File: config.mk
export PLATFORM = sky130hd
export DESIGN_NAME = gpio_edge_port
export DESIGN_NICKNAME = d
export VERILOG_FILES = /design/src/rtl/gpio_edge_pkg.sv /design/src/rtl/gpio_in_sync.sv /design/src/rtl/gpio_cfg_regs.sv /design/src/rtl/gpio_edge_flags.sv /design/src/rtl/gpio_edge_port.sv
export SDC_FILE = /design/constraint.sdc
export NUM_CORES = 1
export LEC_CHECK = 0
export ABC_AREA = 0
export CORE_MARGIN = 1.5
export CORE_UTILIZATION = 50
export CTS_BUF_LIST = sky130_fd_sc_hd__clkbuf_8
export CTS_CLUSTER_DIAMETER = 50
export DETAILED_ROUTE_END_ITERATION = 10
export DONT_BUFFER_PORTS = 1
export PLACE_DENSITY = 0.66
export SETUP_SLACK_MARGIN = 0.02
export SKIP_CTS_REPAIR_TIMING = 1
export SYNTH_ARGS = -nofsm -noshare
export SYNTH_HDL_FRONTEND = slang
export SYNTH_SLANG_ARGS = --single-unit
File: constraint.sdc
create_clock -name clk -period 1.4 [get_ports clk]
set_clock_uncertainty 0.1 [all_clocks]
set_input_delay 0.14 -clock clk [delete_from_list [all_inputs] [get_ports clk]]
set_output_delay 0.14 -clock clk [all_outputs]
set_load 0.1 [all_outputs]
File: src/rtl/gpio_edge_pkg.sv
package gpio_edge_pkg;
  localparam int ADDR_W = 3;

  typedef enum logic [ADDR_W-1:0] {
    REG_DOUT  = 3'd0,
    REG_DIN   = 3'd1,
    REG_DIR   = 3'd2,
    REG_IEN   = 3'd3,
    REG_FLAG  = 3'd4,
    REG_EDGE  = 3'd5
  } gpio_reg_e;
endpackage

File: src/rtl/gpio_in_sync.sv
module gpio_in_sync #(
  parameter int WIDTH = 8
) (
  input  logic             clk,
  input  logic             rst_n,
  input  logic [WIDTH-1:0] pad_i,
  output logic [WIDTH-1:0] sync_o,
  output logic [WIDTH-1:0] prev_o
);
  logic [WIDTH-1:0] meta_q, meta_d;
  logic [WIDTH-1:0] sync_q, sync_d;
  logic [WIDTH-1:0] prev_q, prev_d;

  always_comb begin
    meta_d = pad_i;
    sync_d = meta_q;
    prev_d = sync_q;
  end

  always_ff @(posedge clk or negedge rst_n) begin
    if (!rst_n) begin
      meta_q <= '0;
      sync_q <= '0;
      prev_q <= '0;
    end else begin
      meta_q <= meta_d;
      sync_q <= sync_d;
      prev_q <= prev_d;
    end
  end

  assign sync_o = sync_q;
  assign prev_o = prev_q;

  // the delayed copy trails the synchronized value by exactly one edge
  AST_PREV_TRAILS_SYNC: assert property (@(posedge clk) disable iff (!rst_n)
    1'b1 |=> (prev_q == $past(sync_q)));
endmodule

File: src/rtl/gpio_cfg_regs.sv
module gpio_cfg_regs
  import gpio_edge_pkg::*;
#(
  parameter int             WIDTH    = 8,
  parameter logic [WIDTH-1:0] PIN_MASK = '1
) (
  input  logic              clk,
  input  logic              rst_n,
  input  logic              wr_en,
  input  logic [ADDR_W-1:0] addr,
  input  logic [WIDTH-1:0]  wdata,
  output logic [WIDTH-1:0]  dout_o,
  output logic [WIDTH-1:0]  dir_o,
  output logic [WIDTH-1:0]  ien_o,
  output logic [WIDTH-1:0]  edge_o,
  output logic              flag_wr_o
);
  logic [WIDTH-1:0] dout_q, dout_d;
  logic [WIDTH-1:0] dir_q,  dir_d;
  logic [WIDTH-1:0] ien_q,  ien_d;
  logic [WIDTH-1:0] edge_q, edge_d;
  logic [WIDTH-1:0] wmask;

  assign wmask = wdata & PIN_MASK;

  always_comb begin
    dout_d    = dout_q;
    dir_d     = dir_q;
    ien_d     = ien_q;
    edge_d    = edge_q;
    flag_wr_o = 1'b0;
    if (wr_en) begin
      case (addr)
        REG_DOUT: dout_d    = wmask;
        REG_DIR:  dir_d     = wmask;
        REG_IEN:  ien_d     = wmask;
        REG_EDGE: edge_d    = wmask;
        REG_FLAG: flag_wr_o = 1'b1;
        default:  ;
      endcase
    end
  end

  always_ff @(posedge clk or negedge rst_n) begin
    if (!rst_n) begin
      dout_q <= '0;
      dir_q  <= '0;
      ien_q  <= '0;
      edge_q <= '0;
    end else begin
      dout_q <= dout_d;
      dir_q  <= dir_d;
      ien_q  <= ien_d;
      edge_q <= edge_d;
    end
  end

  assign dout_o = dout_q;
  assign dir_o  = dir_q;
  assign ien_o  = ien_q;
  assign edge_o = edge_q;

  // absent pin positions never hold a configuration bit
  AST_ABSENT_CFG_ZERO: assert property (@(posedge clk) disable iff (!rst_n)
    ((dout_q | dir_q | ien_q | edge_q) & ~PIN_MASK) == '0);
  // a write aimed at the input register leaves the configuration alone
  AST_DIN_WRITE_INERT: assert property (@(posedge clk) disable iff (!rst_n)
    (wr_en && addr == REG_DIN) |=> ($stable(dout_q) && $stable(dir_q) && $stable(ien_q) && $stable(edge_q)));
endmodule

File: src/rtl/gpio_edge_flags.sv
module gpio_edge_flags #(
  parameter int               WIDTH    = 8,
  parameter logic [WIDTH-1:0] PIN_MASK = '1
) (
  input  logic             clk,
  input  logic             rst_n,
  input  logic [WIDTH-1:0] sync_i,
  input  logic [WIDTH-1:0] prev_i,
  input  logic [WIDTH-1:0] dir_i,
  input  logic [WIDTH-1:0] ien_i,
  input  logic [WIDTH-1:0] edge_sel_i,
  input  logic             flag_wr_i,
  input  logic [WIDTH-1:0] wdata_i,
  output logic [WIDTH-1:0] flag_o,
  output logic             irq_o
);
  logic [WIDTH-1:0] flag_q, flag_d;
  logic [WIDTH-1:0] hit;
  logic [WIDTH-1:0] clr;

  for (genvar p = 0; p < WIDTH; p++) begin : g_pin
    if (PIN_MASK[p]) begin : g_live
      logic rise_p, fall_p;
      assign rise_p = sync_i[p] & ~prev_i[p];
      assign fall_p = ~sync_i[p] & prev_i[p];
      assign hit[p] = ~dir_i[p] & (edge_sel_i[p] ? fall_p : rise_p);
    end else begin : g_dead
      assign hit[p] = 1'b0;
    end
  end

  assign clr = flag_wr_i ? ~wdata_i : '0;

  always_comb begin
    flag_d = (flag_q & ~clr) | hit;
  end

  always_ff @(posedge clk or negedge rst_n) begin
    if (!rst_n) flag_q <= '0;
    else        flag_q <= flag_d;
  end

  assign flag_o = flag_q;
  assign irq_o  = |(flag_q & ien_i);

  // a newly set flag never belongs to a pin that was an output
  AST_OUTPUT_NO_FLAG: assert property (@(posedge clk) disable iff (!rst_n)
    1'b1 |=> ((flag_q & ~$past(flag_q) & $past(dir_i)) == '0));
  // a flag drops only after a flag-register write
  AST_CLEAR_NEEDS_WRITE: assert property (@(posedge clk) disable iff (!rst_n)
    1'b1 |=> (($past(flag_q) & ~flag_q & ~{WIDTH{$past(flag_wr_i)}}) == '0));
  // absent positions never flag
  AST_ABSENT_NO_FLAG: assert property (@(posedge clk) disable iff (!rst_n)
    (flag_q & ~PIN_MASK) == '0);
endmodule

File: src/rtl/gpio_edge_port.sv
module gpio_edge_port
  import gpio_edge_pkg::*;
#(
  parameter int               WIDTH    = 8,
  parameter logic [WIDTH-1:0] PIN_MASK = 8'h7F
) (
  input  logic              clk,
  input  logic              rst_n,
  input  logic              wr_en,
  input  logic [ADDR_W-1:0] addr,
  input  logic [WIDTH-1:0]  wdata,
  output logic [WIDTH-1:0]  rdata,
  input  logic [WIDTH-1:0]  pad_in,
  output logic [WIDTH-1:0]  pad_oe,
  output logic [WIDTH-1:0]  pad_out,
  output logic [WIDTH-1:0]  pad_pu,
  output logic              irq
);
  logic [WIDTH-1:0] sync_v, prev_v;
  logic [WIDTH-1:0] dout_v, dir_v, ien_v, edge_v, flag_v;
  logic             flag_wr;

  gpio_in_sync #(.WIDTH(WIDTH)) u_sync (
    .clk(clk), .rst_n(rst_n), .pad_i(pad_in), .sync_o(sync_v), .prev_o(prev_v)
  );

  gpio_cfg_regs #(.WIDTH(WIDTH), .PIN_MASK(PIN_MASK)) u_regs (
    .clk(clk), .rst_n(rst_n), .wr_en(wr_en), .addr(addr), .wdata(wdata),
    .dout_o(dout_v), .dir_o(dir_v), .ien_o(ien_v), .edge_o(edge_v),
    .flag_wr_o(flag_wr)
  );

  gpio_edge_flags #(.WIDTH(WIDTH), .PIN_MASK(PIN_MASK)) u_flags (
    .clk(clk), .rst_n(rst_n), .sync_i(sync_v), .prev_i(prev_v),
    .dir_i(dir_v), .ien_i(ien_v), .edge_sel_i(edge_v),
    .flag_wr_i(flag_wr), .wdata_i(wdata), .flag_o(flag_v), .irq_o(irq)
  );

  assign pad_oe  = dir_v;
  assign pad_out = dout_v & dir_v;
  assign pad_pu  = dout_v & ~dir_v;

  always_comb begin
    case (addr)
      REG_DOUT: rdata = dout_v;
      REG_DIN:  rdata = sync_v & PIN_MASK;
      REG_DIR:  rdata = dir_v;
      REG_IEN:  rdata = ien_v;
      REG_FLAG: rdata = flag_v;
      REG_EDGE: rdata = edge_v;
      default:  rdata = '0;
    endcase
  end

  // a pad is never driven and pulled up at once
  AST_DRIVE_PULL_EXCL: assert property (@(posedge clk) disable iff (!rst_n)
    (pad_oe & pad_pu) == '0);
  // a request always has an enabled flag behind it
  AST_IRQ_HAS_SOURCE: assert property (@(posedge clk) disable iff (!rst_n)
    irq |-> ((flag_v & ien_v) != '0));
  // absent positions never touch the pad
  AST_ABSENT_PAD_IDLE: assert property (@(posedge clk) disable iff (!rst_n)
    ((pad_oe | pad_pu | pad_out) & ~PIN_MASK) == '0);
endmodule

-- After elaboration in Yosys (flattened, before gate mapping)
Cells that the tools add are included.
- flip-flop bits (word level): 57
- output and inout bits: 33
- equal/unequal tests: 5
- muxes and demuxes: 11
- bitwise gates (word level): 50
- reductions and logical operators: 6
- operators by type and width (operator ; number):
    case mux 8 bit (6 select lines) ; 1
    bitwise AND 1 bit ; 21
    inverter 1 bit ; 21
    inverter 8 bit ; 2
    2-to-1 mux 1 bit ; 9
    bitwise AND 7 x 8 -> 8 bit ; 1
    bitwise AND 8 x 7 -> 8 bit ; 1
    bitwise AND 8 bit ; 1
    2-to-1 mux 8 bit ; 1
    inverter 7 -> 8 bit ; 1
    bitwise OR 8 x 7 -> 8 bit ; 1
    AND reduction 2 bit ; 4
    OR reduction 8 bit ; 1
    bitwise AND 7 bit ; 1
    equality test 3 x 2 -> 1 bit (second input constant) ; 2
    equality test 3 bit (second input constant) ; 2
    equality test 3 x 1 -> 1 bit (second input constant) ; 1
    zero test 3 bit ; 1

-- Depth between registers and ports, before layout
Gate-level depths: netlist (run 1).
- depth in word-level cells: 7
- mapped depth: 5
- depth with buffers taken out: 3

-- Hierarchy
Synthesis (run 1) repeated with hierarchy kept, for this count alone.
- cells, all modules: 205
- area, all modules: 2762.6 um2
- modules (own cells, without submodules) (module ; times used ; cells an instance ; area each (um2)):
    gpio_cfg_regs ; 1 ; 68 ; 1129.8
    gpio_in_sync ; 1 ; 24 ; 600.6
    gpio_edge_port ; 1 ; 70 ; 548.0
    gpio_edge_flags ; 1 ; 43 ; 484.2

-- Worst setup path after synthesis (run 1)
No wires, ideal clock.
- path type: in2out
- from: input port addr[2]
- to: output port rdata[1]
- arrival: 2.657 ns
- data required time: 1.160 ns
- path slack: -1.497 ns
- stages on the path: 4
- path through: buf_6 buf_4 mux2i_1 o21ai_0
- cells in the longest elaborated chain, start to end: 2
- ends and longest elaborated chain (what ; RTL line ; text):
    start: declaration ; gpio_edge_port.sv:10 ; input logic [ADDR_W-1:0] addr,
    equality test 3 bit (tied with other cells) ; gpio_edge_port.sv:44 ; case (addr)
    case mux 8 bit (6 select lines) (*) ; gpio_edge_port.sv:44 ;
    end: declaration ; gpio_edge_port.sv:12 ; output logic [WIDTH-1:0] rdata,
Mark *: on every way between the ends. The rest lies on a longest branch, timed or not.

-- Final worst setup path (run 1)
- from: register u_regs.dir_q[6] (netlist: u_regs.dir_o[6])
- to: output port rdata[6]
- cells in the longest elaborated chain, start to end: 1
- ends and longest elaborated chain (what ; RTL line ; text):
    start: declaration ; gpio_cfg_regs.sv:19 ; logic [WIDTH-1:0] dir_q, dir_d;
    start signal: assignment ; gpio_cfg_regs.sv:52 ; dir_q <= dir_d;
    case mux 8 bit (6 select lines) ; gpio_edge_port.sv:44 ;
No other way between the ends.

==> results by group, run 1 <==
STA
  – Max Clk Rate: between 500 and 600 MHz
  – Setup TNS: -4.30 ns
  – Final hold violations: 57
  – RSZ-0062 raised after global routing: yes
  – Pins Over Slew Limit: 0
  – Final WS setup: -0.442 ns
  – Slew margin rel.: 0.525
  – Setup violation total in the final timing report: 21
  – Worst-Margin Slew: ~0.71 ns
  – WHS: -0.602 ns
  – Min Tclk post-route: around 1.8 ns
  – Final worst-path cycle share: 1.32

Run
  – Maxcap violations: 0

Worst setup path
  – Req. time, crit path: about 1.2 ns
  – Crit-path cells: mux2i_1 > o21ai_1 > a221o_4
  – CP max FO: 2
  – Crit Path Category: reg -> out
  – Reg2reg path depth: 3
  – Reg2reg setup slack: around 0.16 ns
  – R2r endpoint: u_regs.dir_o[6]
  – CP max stage delay: around 0.53 ns
  – Crit-path slowest cell: a221o_4
  – Worst r2r src: u_regs.dir_o[6]
  – CP Capture Type: output port
  – Setup crit start kind: flip-flop
  – Arr. time, crit path: 1.60 ns

Status
  – Failing checks: hold timing, setup timing
  – Status: finished, violations left

Finish
  – Area of the multi-input gates: about 1300 µm²
  – Register area: 1450 µm²
  – # fillers: roughly 330
  – N_diodes: 0
  – Area Overhead vs Synth: 42.3%
  – Design Area, Final: between 3000 and 4000 µm²
  – Most frequent cells in the layout: 50 x dfrtp_1, 27 x mux2_2, 20 x buf_4
  – Net count, final: 287
  – Share of layout cells above drive strength 1: 0.498
  – Leading cell type in the layout, fill and taps excluded: dfrtp_1

Yosys
  – Area leader, netlist: dfrtp_1
  – Simple-Gate Fraction of Synth Area: 0.140
  – Post-synthesis mux area share: 0.188
  – Synth cell types: 38
  – Mapped Cells: approximately 210
  – Syn Std Cell Area: 2650 µm²
  – Post-synthesis xor/xnor area fraction: 0
  – Largest family of logic cells by synthesized area: multiplexers
  – Mean post-synth cell area: 12.9 µm²
  – Synth top area cells: dfrtp_1 54%, mux2_2 11%, o21ai_0 4.2%
  – Top-area cell type share of the netlist area: 0.538
  – Flip-flop and latch count after synthesis: 57
  – Post-synthesis compound-gate area fraction: 0.0958
  – Sequential fraction of the synthesis area: 0.538
  – Synthesis warning total: 0
  – Adder-Cell Fraction of Synth Area: 0

Drt
  – Routed vias: between 1,500 and 2,000
  – Post-Route WL: between 6000 and 7000 µm
  – Number of DRC markers in iteration 0: 114
  – Drt wl/cell: approximately 18 µm
  – Routed Antenna Nets: 0
  – Vias/cell: approximately 5.6
  – Drt pass-1 iters: 4
  – Residual DRC: 0

Global route
  – Largest net degree at the start of global routing: between 50 and 60
  – Number of global-route vias before repair: between 1,500 and 2,000
  – Initial antenna violation count: 0
  – Grt total ovfl: 0
  – GR Util All Layers: 0.227
  – First-pass GRT wire length: around 9300 µm

Floorplan
  – Die footprint: approximately 5800 µm²
  – Core Footprint: between 5000 and 6000 µm²
  – Die width: between 70 and 80 µm
  – Starting Density: 0.519
  – Die height: 75.8 µm
  – Row cnt: 26
  – Ports: 55

Hold path
  – Worst min path class: in -> async

Placed design
  – Area after DPL: 3310 µm²
  – Final RePlAce weighted congestion: roughly 0.78
  – Port buffer count: 0
  – Post-DP HPWL: between 4000 and 5000 µm
  – Pre-CTS setup slack: -0.111 ns

Power
  – Internal: ~3.9 mW
  – Switching part of the total power: 0.400
  – Leak Pwr: 1.63 nW
  – Psw: 2.61 mW
  – Sequential share of power: 0.327
  – Pwr Density: 1720 nW/µm²
  – Gate power share: 0.441
  – Clock power share: 0.232
  – Worst vdd ir: around 1.2 mV
  – Overall Power: about 6.5 mW

Clocking
  – H-tree depth: 3
  – Total CTS buffers: 9
  – Root buffer cell: clkbuf_8
  – Clock latency on the worst-skew pair: roughly 0.33 ns
  – CTS Buffer Depth: 2
  – CTS tree: done
  – Clock Sinks: between 50 and 60
  – Clock slew at reported path FFs: about 0.06 ns
-- logic make-up (layout without fill, tap and decap cells) --
family | after synthesis | count (layout)
flops | 57 | 57
simple gates | 49 | 49
compound gates | 43 | 43
mux | 43 | 43
buf+inv | 12 | 74
other cells | 1 | 3
-- metal layers --
| metal | vias up | track usage | routed length (µm) |
|---|---|---|---|
| li1 | 865 | - | - |
| met1 | 940 | 0.309 | 2670 |
| met2 | 68 | 0.341 | 2950 |
| met3 | 9 | 0.0622 | 302 |
| met4 | 0 | 0.0992 | 95 |
| met5 | - | 0 | 0 |
-- cells in the mapped netlist --
| cell type | count |
|---|---|
| a211oi_1 | 1 |
| a32oi_1 | 1 |
| o21ai_0 | 22 |
| conb_1 | 1 |
| a222oi_1 | 1 |
| nor2_2 | 1 |
| nand4_4 | 1 |
| mux2_4 | 7 |
| nand4b_4 | 1 |
| dfrtp_1 | 57 |
| nand3_1 | 2 |
| mux2_2 | 27 |
| nand3b_1 | 2 |
| and2_1 | 7 |
| nor3b_1 | 1 |
| and3_1 | 1 |
| a22oi_1 | 5 |
| buf_6 | 4 |
| o21a_1 | 1 |
| buf_2 | 1 |
| nand4bb_4 | 1 |
| a21oi_1 | 9 |
| nand4b_1 | 2 |
| or2_2 | 2 |
| and3_4 | 1 |
| nor3_1 | 1 |
| a21o_1 | 1 |
| buf_4 | 6 |
| mux2i_1 | 9 |
| nor2b_1 | 8 |
| nor2_1 | 6 |
| and3b_1 | 6 |
| and4bb_1 | 1 |
| inv_1 | 1 |
| nand2_1 | 3 |
| nand2b_1 | 1 |
| and2b_1 | 1 |
| a221o_1 | 2 |
-- cell type report --
cell class / count / share of cell area
Clock buffer: 11 / 0.0401
Inverter: 1 / 0.000995
Clock inverter: 4 / 0.0116
Timing Repair Buffer: 58 / 0.186
Sequential cell: 57 / 0.385
Tap cell: 70 / 0.0232
Multi-Input combinational cell: 138 / 0.353
-- worst max-delay path, delay by kind of cell (launching register included) --
kind | cells | cell delay (ns)
mux | 1 | 0.17
flops | 1 | 0.47
compound gates | 2 | 0.63
-- sequential cells by signal, summed over array words and instances (netlist names) --
name,cells
u_flags.flag_o,8
u_regs.dir_o,7
u_regs.dout_o,7
u_regs.edge_o,7
u_regs.ien_o,7
u_sync.meta_q,7
u_sync.prev_o,7
u_sync.sync_o,7
-- metrics by stage --
stage / hold slack [ns] / utilization / instances
floorplan: -0.256 / - / 207
global placement: -0.254 / 0.649 / 308
detailed placement: -0.254 / 0.649 / 308
CTS: -0.612 / 0.687 / 323
global route: -0.623 / 0.739 / 339
finish: -0.602 / 0.739 / 339
-- how the worst max path moves through the flow --
stage	start	slack, ns	endpoint	depth (start not counted)
after floorplan	u_regs.dir_o[4]	-0.26	rdata[4]	3
after global placement	u_regs.dir_o[1]	-0.07	rdata[1]	3
after detailed placement	u_regs.dir_o[6]	-0.11	rdata[6]	3
after CTS	u_regs.dir_o[4]	-0.46	rdata[4]	3
after global routing	u_regs.dir_o[6]	-0.48	rdata[6]	3
final	u_regs.dir_o[6]	-0.44	rdata[6]	3
-- power groups by stage --
| stage | Combinational (mW) | Sequential [mW] | Clock [mW] |
|---|---|---|---|
| 3_5_place_dp | 2.67 | 2.14 | 0 |
| 2_1_floorplan | 1.68 | 2.49 | 0 |
| 6_report | 2.87 | 2.13 | 1.51 |
| 4_1_cts | 2.68 | 2.11 | 1.54 |
| 5_1_grt | 2.98 | 2.16 | 1.61 |
| 3_3_place_gp | 2.63 | 2.11 | 0 |
(Power assumes the default switching activity.)
==> run 2, diff against run 1 <==
- CELL_PAD_IN_SITES_DETAIL_PLACEMENT: default -> 0
- CELL_PAD_IN_SITES_GLOBAL_PLACEMENT: default -> 1
- PLACE_DENSITY: 0.66 -> 0.79
==> run 2 against run 1 <==
  * The run still ends with hold timing, setup timing left
  * Clock power fell by 15%
  * Hold slack got worse by 0.0054 ns
  * Setup slack got worse by 0.0050 ns
  * Global-route usage increased by 0.94 points
  * Register-to-register slack worse by 0.02 ns
  * Total power is 4.2% lower
  * Via count grew 1.8%
  * First-iteration DRC count fell by 5.3%
  * Non-clock buffer count rose by 2
  * Sequential share of layout area increased by 0.50 points
  * Utilization shrank 0.96 points
  * Critical path depth is the same
==> results by group, run 2 (same netlist as run 1, synthesis figures left out) <==
Worst setup path
  – Crit-path slowest cell: a221o_4
  – Reg2reg path depth: 5
  – CP max FO: 2
  – Buffers & Inverters on Critical Path: 0
  – Req. time, crit path: around 1.2 ns
  – CP Capture Type: output port
  – Crit-path cells: mux2i_1 > o21ai_1 > a221o_4
  – Crit Path Category: reg -> out
  – CP max stage delay: 0.53 ns
  – Arr. time, crit path: 1.61 ns
  – Worst r2r src: u_regs.edge_o[0]
  – Reg2reg setup slack: 0.14 ns
  – Setup crit start kind: flip-flop
  – Crit path max-delay family: compound AO/OA/AOI/OAI gates
  – R2r endpoint: u_flags.flag_o[0]

Clocking
  – CTS tree: done
  – Clock slew at reported path FFs: about 0.060 ns
  – CTS Buffer Depth: 2
  – Root buffer cell: clkbuf_8
  – Total CTS buffers: 9
  – Clock Sinks: 57
  – Clock latency on the worst-skew pair: between 0.3 and 0.4 ns
  – H-tree depth: 3

Global route
  – GR Util All Layers: 0.237
  – First-pass GRT wire length: ~9500 µm
  – Largest net degree at the start of global routing: 58
  – Initial antenna violation count: 0
  – Grt total ovfl: 0
  – Number of global-route vias before repair: about 1,900

Finish
  – Leading cell type in the layout, fill and taps excluded: dfrtp_1
  – Most frequent cells in the layout: 50 x dfrtp_1, 27 x mux2_2, 25 x buf_4
  – Net count, final: just under 300
  – Fin util: 0.729
  – Share of layout cells above drive strength 1: 0.502
  – Design Area, Final: between 3000 and 4000 µm²
  – Area Overhead vs Synth: 40.4%
  – Max reg flops: 8
  – N_diodes: 0

STA
  – Slew margin rel.: 0.520
  – RSZ-0062 raised after global routing: yes
  – Min Tclk post-route: around 1.8 ns
  – Setup violation total in the final timing report: 21
  – WHS: -0.607 ns
  – Pins Over Slew Limit: 0
  – Final worst-path cycle share: 1.32
  – Worst-Margin Slew: 0.718 ns
  – Final WS setup: -0.447 ns
  – Setup TNS: -4.50 ns
  – Max Clk Rate: between 500 and 600 MHz
  – Final hold violations: 58

Power
  – Sequential share of power: 0.341
  – Overall Power: around 6.2 mW
  – Leak Pwr: about 1.6 nW
  – Psw: 2.61 mW
  – Internal: approximately 3.6 mW
  – Gate power share: 0.454
  – Switching part of the total power: 0.419
  – Pwr Density: 1670 nW/µm²
  – Clock power share: 0.205
  – Worst vdd ir: 1.28 mV

Drt
  – Drt pass-1 iters: 4
  – Routed Antenna Nets: 0
  – Number of DRC markers in iteration 0: 108
  – Routed vias: around 1,900
  – Residual DRC: 0
  – Post-Route WL: about 6300 µm
  – Vias/cell: 5.62
  – Drt wl/cell: about 18 µm

Placed design
  – Post-DP HPWL: 4250 µm
  – Final RePlAce weighted congestion: around 0.8
  – Pre-CTS setup slack: -0.0980 ns
  – Area after DPL: about 3300 µm²
  – Port buffer count: 0

Status
  – Status: finished, violations left
  – Failing checks: hold timing, setup timing

Floorplan
  – Core Footprint: roughly 5100 µm²
  – Ports: 55
  – Die height: 75.8 µm
  – Die width: between 70 and 80 µm
  – Starting Density: 0.519
  – Die footprint: between 5000 and 6000 µm²
  – Row cnt: 26

Hold path
  – Worst min path class: in -> async

Run
  – Maxcap violations: 0
-- run 2: cell types whose count changed in the layout (fill, tap and decap cells not counted), sizes merged --
cell,previous run,this run
bufinv,1,0
clkbuf,11,10
clkinv,2,4
buf,43,45
-- run 2: worst max-delay path by stage --
| stage | from | to | slack, ns | depth (start not counted) |
|---|---|---|---|---|
| after floorplan | u_regs.dir_o[4] | rdata[4] | -0.26 | 3 |
| after global placement | u_regs.dir_o[4] | rdata[4] | -0.05 | 3 |
| after detailed placement | u_regs.dir_o[6] | rdata[6] | -0.1 | 3 |
| after CTS | u_regs.dir_o[6] | rdata[6] | -0.46 | 3 |
| after global routing | u_regs.dir_o[6] | rdata[6] | -0.46 | 3 |
| final | u_regs.dir_o[6] | rdata[6] | -0.45 | 3 |
-- run 2: power groups by stage --
stage               Sequential [mW]  Combinational (mW)  Clock (mW)
floorplan                      2.49                1.68           0
global placement               2.12                2.61           0
detailed placement             2.15                2.66           0
CTS                            2.12                2.67        1.30
global route                   2.16                2.94        1.39
finish                         2.12                2.83        1.28
-- run 2: layout make-up --
type,count,area (µm²)
flip-flops and latches,57,1450
multi-input cells,138,1330
well taps,70,87.6
clock buffers,10,138
inverters,1,3.75
repair buffers,60,689
fillers,365,1380
clock inverters,5,23.8
-- run 2: layer usage --
metal,wire length [µm],global-route usage,part of all wire,vias to the layer above
li1,-,-,-,866
met1,2620,0.311,0.42,983
met2,3150,0.364,0.50,52
met3,352,0.0648,0.056,15
met4,169,0.111,0.027,0
met5,0,0,0,-
-- run 2: through the flow --
stage               std cells  hold slack, ns
floorplan                 207          -0.256
global placement          307          -0.254
detailed placement        307          -0.254
CTS                       322          -0.614
global route              341          -0.620
finish                    341          -0.607
-- run 2: worst register-to-register path, stage by stage, from the launching register on --
cell and delay (ns):
dfrtp_1 0.38, buf_4 0.14, buf_4 0.13, nor3b_1 0.22
a21oi_1 0.06, o21ai_0 0.15
